[config.mk]
export PLATFORM = sky130hd
export DESIGN_NAME = tick_cmp_timer
export DESIGN_NICKNAME = d
export VERILOG_FILES = /design/src/rtl/tick_cmp_pkg.sv /design/src/rtl/tick_cnt_core.sv /design/src/rtl/tick_cmp_unit.sv /design/src/rtl/tick_irq_map.sv /design/src/rtl/tick_cmp_timer.sv
export SDC_FILE = /design/constraint.sdc
export NUM_CORES = 1
export LEC_CHECK = 0
export BUFFER_PORTS_ARGS = -buffer_cell sky130_fd_sc_hd__buf_4
export CAP_MARGIN = 20
export CORE_MARGIN = 4
export CORE_UTILIZATION = 48
export CTS_BUF_LIST = sky130_fd_sc_hd__clkbuf_4
export CTS_CLUSTER_SIZE = 16
export DETAILED_ROUTE_END_ITERATION = 12
export MAX_ROUTING_LAYER = met4
export PLACE_DENSITY = 0.75
export SYNTH_ARGS = -nofsm -noshare
export SYNTH_HDL_FRONTEND = slang
export SYNTH_SLANG_ARGS = --single-unit
[constraint.sdc]
create_clock -name clk -period 4.4 [get_ports clk]
set_input_delay 0.66 -clock clk [delete_from_list [all_inputs] [get_ports clk]]
set_output_delay 0.66 -clock clk [all_outputs]
set_load 0.02 [all_outputs]
[src/rtl/tick_cmp_pkg.sv]
package tick_cmp_pkg;

   typedef enum logic [1:0] {
      TK_CPU = 2'd0,
      TK_SYS = 2'd1,
      TK_HYP = 2'd2
   } tick_kind_e;

   // soft-interrupt bit that each role raises on a match
   function automatic int softint_pos(tick_kind_e k);
      return (k == TK_CPU) ? 0 : 16;
   endfunction

endpackage

[src/rtl/tick_cnt_core.sv]
module tick_cnt_core #(
   parameter int CNT_W = 63
) (
   input  logic             clk,
   input  logic             rst_n,
   input  logic             adv,
   input  logic             ld_cnt,
   input  logic [CNT_W-1:0] ld_val,
   input  logic             ld_flag,
   input  logic             flag_val,
   output logic [CNT_W-1:0] cnt_q,
   output logic [CNT_W-1:0] cnt_inc,
   output logic             dis_q
);
   localparam logic [CNT_W-1:0] ONE = {{(CNT_W-1){1'b0}}, 1'b1};

   // wraps naturally from all ones to zero
   assign cnt_inc = cnt_q + ONE;

   always_ff @(posedge clk or negedge rst_n) begin
      if (!rst_n) begin
         cnt_q <= '0;
      end else if (ld_cnt) begin
         cnt_q <= ld_val;
      end else if (adv) begin
         cnt_q <= cnt_inc;
      end
   end

   always_ff @(posedge clk or negedge rst_n) begin
      if (!rst_n) begin
         dis_q <= 1'b1;
      end else if (ld_flag) begin
         dis_q <= flag_val;
      end
   end
endmodule

[src/rtl/tick_cmp_unit.sv]
module tick_cmp_unit #(
   parameter int CNT_W = 63
) (
   input  logic             clk,
   input  logic             rst_n,
   input  logic             lim_wr,
   input  logic             cnt_wr,
   input  logic [CNT_W-1:0] lim_val,
   input  logic [CNT_W-1:0] cnt_q,
   input  logic [CNT_W-1:0] cnt_inc,
   input  logic             adv,
   input  logic             dis_q,
   output logic             fire
);
   logic [CNT_W-1:0] lim_q;
   logic             armed_q;
   logic             due_q;
   logic             lim_nz;
   logic             reach;

   assign lim_nz = |lim_val;
   // compare against the value the counter takes on this tick
   assign reach  = (cnt_inc >= lim_q);
   assign fire   = adv & armed_q & ~dis_q & (due_q | reach);

   always_ff @(posedge clk or negedge rst_n) begin
      if (!rst_n) begin
         lim_q   <= '0;
         armed_q <= 1'b0;
         due_q   <= 1'b0;
      end else if (lim_wr) begin
         lim_q   <= lim_val;
         armed_q <= lim_nz;
         due_q   <= lim_nz & (lim_val <= cnt_q);
      end else if (fire) begin
         armed_q <= 1'b0;
         due_q   <= 1'b0;
      end else if (cnt_wr) begin
         due_q   <= 1'b0;
      end
   end
endmodule

[src/rtl/tick_irq_map.sv]
module tick_irq_map #(
   parameter int SI_W   = 17,
   parameter int SI_POS = 0
) (
   input  logic            clk,
   input  logic            rst_n,
   input  logic            fire,
   output logic [SI_W-1:0] softint_set
);
   if (SI_POS >= SI_W || SI_POS < 0) begin : g_bad_pos
      $error("tick_irq_map: SI_POS outside soft-interrupt vector");
   end

   for (genvar i = 0; i < SI_W; i++) begin : g_bit
      if (i == SI_POS) begin : g_live
         always_ff @(posedge clk or negedge rst_n) begin
            if (!rst_n) softint_set[i] <= 1'b0;
            else        softint_set[i] <= fire;
         end
      end else begin : g_tie
         assign softint_set[i] = 1'b0;
      end
   end
endmodule

[src/rtl/tick_cmp_timer.sv]
module tick_cmp_timer #(
   parameter int                      CNT_W = 63,
   parameter int                      SI_W  = 17,
   parameter tick_cmp_pkg::tick_kind_e KIND = tick_cmp_pkg::TK_CPU
) (
   input  logic               clk,
   input  logic               rst_n,
   input  logic               tick_en,
   input  logic               wr_en,
   input  logic               wr_sel,
   input  logic [CNT_W:0]     wr_data,
   output logic [CNT_W:0]     rd_data,
   output logic [SI_W-1:0]    softint_set
);
   localparam int DATA_W = CNT_W + 1;
   localparam int SI_POS = tick_cmp_pkg::softint_pos(KIND);

   if (CNT_W < 2) begin : g_bad_w
      $error("tick_cmp_timer: CNT_W too small");
   end
   if (SI_POS >= SI_W) begin : g_bad_si
      $error("tick_cmp_timer: SI_W cannot hold this role's bit");
   end

   logic [CNT_W-1:0] cnt_q;
   logic [CNT_W-1:0] cnt_inc;
   logic             dis_q;
   logic             adv;
   logic             cnt_wr;
   logic             lim_wr;
   logic             fire;

   assign cnt_wr = wr_en & ~wr_sel;
   assign lim_wr = wr_en &  wr_sel;
   assign adv    = tick_en & ~wr_en;

   tick_cnt_core #(.CNT_W(CNT_W)) u_cnt (
      .clk      (clk),
      .rst_n    (rst_n),
      .adv      (adv),
      .ld_cnt   (cnt_wr),
      .ld_val   (wr_data[CNT_W-1:0]),
      .ld_flag  (wr_en),
      .flag_val (wr_data[DATA_W-1]),
      .cnt_q    (cnt_q),
      .cnt_inc  (cnt_inc),
      .dis_q    (dis_q)
   );

   tick_cmp_unit #(.CNT_W(CNT_W)) u_cmp (
      .clk     (clk),
      .rst_n   (rst_n),
      .lim_wr  (lim_wr),
      .cnt_wr  (cnt_wr),
      .lim_val (wr_data[CNT_W-1:0]),
      .cnt_q   (cnt_q),
      .cnt_inc (cnt_inc),
      .adv     (adv),
      .dis_q   (dis_q),
      .fire    (fire)
   );

   tick_irq_map #(.SI_W(SI_W), .SI_POS(SI_POS)) u_map (
      .clk         (clk),
      .rst_n       (rst_n),
      .fire        (fire),
      .softint_set (softint_set)
   );

   assign rd_data = {dis_q, cnt_q};
endmodule

==> impl_metrics.csv <==
group,metric,value,unit
outcome,status,"complete, no violations",
final_layout,nNetsFinal,1462,
global_route,grt_max_degree,102,
synth,synthDistinctLibCells,68,
synth,syn_avg_cell_area,9.11,µm²
floorplan,coreArea,0.0210,mm²
final_layout,drive_gt1_share,21.8,%
drt,vias,9384,
drt,drt_iter0_drc,880,
final_layout,mostFrequentLayoutCell,"buf_4",
power_and_ir_drop,vdd_drop_max,171,µV
timing,max_clock_freq,0.239,GHz
clock_network,clockBufferDepth,2,
placed_design,placed_cells,1514,
timing,finalHoldViolCount,0,
clock_network,cts_buffers,17,
global_route,grt_pass1_vias,9299,
global_route,antenna_found_initial,1,
timing,finalClockSkew,0.0329,ns
timing,finalSetupViolations,0,
drt,routed_wl,31200,µm
drt,antenna_left,0,
critical_path,crit_arrival,4.68,ns
timing,setup_ws,0.217,ns
synth,synth_edf_count,0,
placed_design,dp_slack,-0.137,ns
timing,holdWs,0.203,ns
synth,synth_seq_cells,130,
placed_design,portBuffers,133,
drt,viasPerCell,6.03,
timing,fin_crit_sh,95.1,%
global_route,grt_usage,26.9,%
hold_path,hold_path_class,"input port to async pin",
job,cap_viol_max_count,0,
drt,remaining_drc_errors,0,
floorplan,fp.dieH,154,µm
timing,tns,0,ns
synth,async_flop_share,100,%
critical_path,critPathRequiredTime,4.89,ns
floorplan,initial_core_util,48.7,%
synth,synthFlopType,"dfrtp_1",
floorplan,die_x,154,µm
clock_network,cts_tree,"done",
final_layout,fin_util,56.8,%
global_route,grt_overflow_total,0,
clock_network,h-tree-depth,4,
critical_path,start_kind,"flop",
timing,relSlewSlack,34.0,%
floorplan,die_area,0.0237,mm²
timing,worst_pin_slew,0.990,ns
critical_path,path_class,"flop to flop",
synth,synthesis.area,0.0102,mm²
floorplan,ioPinCount,150,
clock_network,path_clk_slew,0.12,ns
final_layout,final_cell_mix,"162 x buf_4, 130 x inv_1, 128 x dfrtp_1",
clock_network,cts_hold_buf,0,
final_layout,final_cells,1555,
critical_path,crit_path_max_fanout,8,
floorplan,fp-row-count,53,
clock_network,clock_latency,0.57,ns
placed_design,dp_hpwl,23500,µm
global_route,grt_first_pass_wirelength,50000,µm
clock_network,clock_sinks,130,
critical_path,endpoint_kind,"flop",
drt,wl_per_cell,20.1,µm
timing,period_minus_slack,4.18,ns
timing,rsz0062_at_grt,"no",
synth,ys_seq_area_share,31.8,%
final_layout,fillCellCount,1893,
clock_network,root_buffer,"clkbuf_4",
drt,first_pass_iters,6,
synth,netlist_instances,1124,
timing,final_max_slew_viol_count,0,
final_layout,synthToLayoutAreaGrowth,16.6,%
power_and_ir_drop,p_leak,5.65,nW
power_and_ir_drop,p_per_area,331,mW/mm²
synth,yosysWarnings,0,
placed_design,gp_congestion,0.945,
[synthesized netlist by cell type, drive strengths merged, types with 16 or more instances]
library cell / instances / area share, %
nand2: 98 / 3.6
nor3: 16 / 0.78
nand3: 45 / 2.4
ha: 127 / 16
dfrtp: 129 / 32
buf: 21 / 1.5
and4: 17 / 1.5
nand4: 40 / 2.6
xnor2: 60 / 5.1
clkbuf: 35 / 1.3
a221o: 23 / 2.3
mux2: 63 / 6.9
inv: 130 / 4.8
nor2: 50 / 1.8
o21ai: 33 / 1.6
nor4: 32 / 2.5
a21o: 19 / 1.4
a21oi: 56 / 2.7
[registers in the layout (all words and copies together) (netlist names)]
name	flops
u_cmp.lim_q	63
u_cnt.dis_q	1
u_cmp.armed_q	1
u_map.softint_set	1
u_cmp.due_q	1
u_cnt.cnt_q	63
[worst max-delay path: stages (launching register included)]
cell and delay (ns):
dfrtp_2 0.47, ha_1 0.20, and2_1 0.20, nand4_1 0.21, or3_1 0.44, nor3_1 0.27, xnor2_1 0.19, ha_1 0.28
a21oi_1 0.13, o21ai_0 0.19, a221o_1 0.44, a2111oi_2 0.56, buf_4 0.20, o221a_2 0.18, a41o_1 0.16
[cells by family (layout without fill, tap and decap cells)]
family	count (synthesis)	after routing	share of synthesized area, %
XOR/XNOR	61	61	5.21
buffers and inverters	186	326	7.52
other	1	17	0.0366
AND/OR/NAND/NOR	342	342	18.1
multiplexers	66	66	7.22
flip-flops	130	130	31.8
AO/OA/AOI/OAI	211	211	14.7
adder cells (fa/ha/maj)	127	127	15.5
[layer usage]
metal	vias to the layer above	track usage (%)	part of all wire, %
met1	4529	34.5	42
met3	66	4.59	7.1
li1	4377	-	-
met2	412	43.2	48
met5	-	-	0
met4	0	9.13	3.0
[stage by stage]
stage / total power [mW] / cell area, µm²
floorplan: 2.47 / 10300
global placement: 2.97 / 11600
detailed placement: 3.02 / 11600
CTS: 3.96 / 11900
global route: 4.20 / 11900
finish: 3.96 / 11900
[where the power goes]
part           switching, mW  internal, mW
Clock                  0.479         0.453
Combinational          0.830         0.641
Sequential             0.188          1.37
Total                   1.50          2.46
[timing repair]
item | CTS | global route
buffers inserted | 0 | 8
resized for setup | 2 | 1
endpoints found under the setup margin | 2 | 3
pin swaps | 0 | 2
hold endpoints to repair | 0 | 0
[cell type report]
cell class	count	area [µm²]	area share, %
diodes	1	2.50	0.0209
clock buffers	19	143	1.19
clock inverters	13	166	1.39
inverters	130	488	4.08
multi-input cells	823	6300	52.8
flip-flops and latches	130	3260	27.3
well taps	275	344	2.88
repair buffers	164	1240	10.4
[worst paths after layout]
check	endpoint	slack, ns	from	cells after the start
setup / recovery	u_cmp.armed_q	0.22	u_cnt.cnt_q[0]	14
hold / removal	u_cmp.lim_q[59]	0.20	rst_n	1
setup reg to reg	u_cmp.armed_q	0.22	u_cnt.cnt_q[0]	14
hold reg to reg	u_cmp.lim_q[0]	0.50	u_cmp.lim_q[0]	2
max in group asynchronous	u_cmp.lim_q[35]	3.20	rst_n	2
min in group clk	u_cnt.dis_q	0.32	wr_data[63]	2
Note: power is estimated with default switching activity, not from simulation.
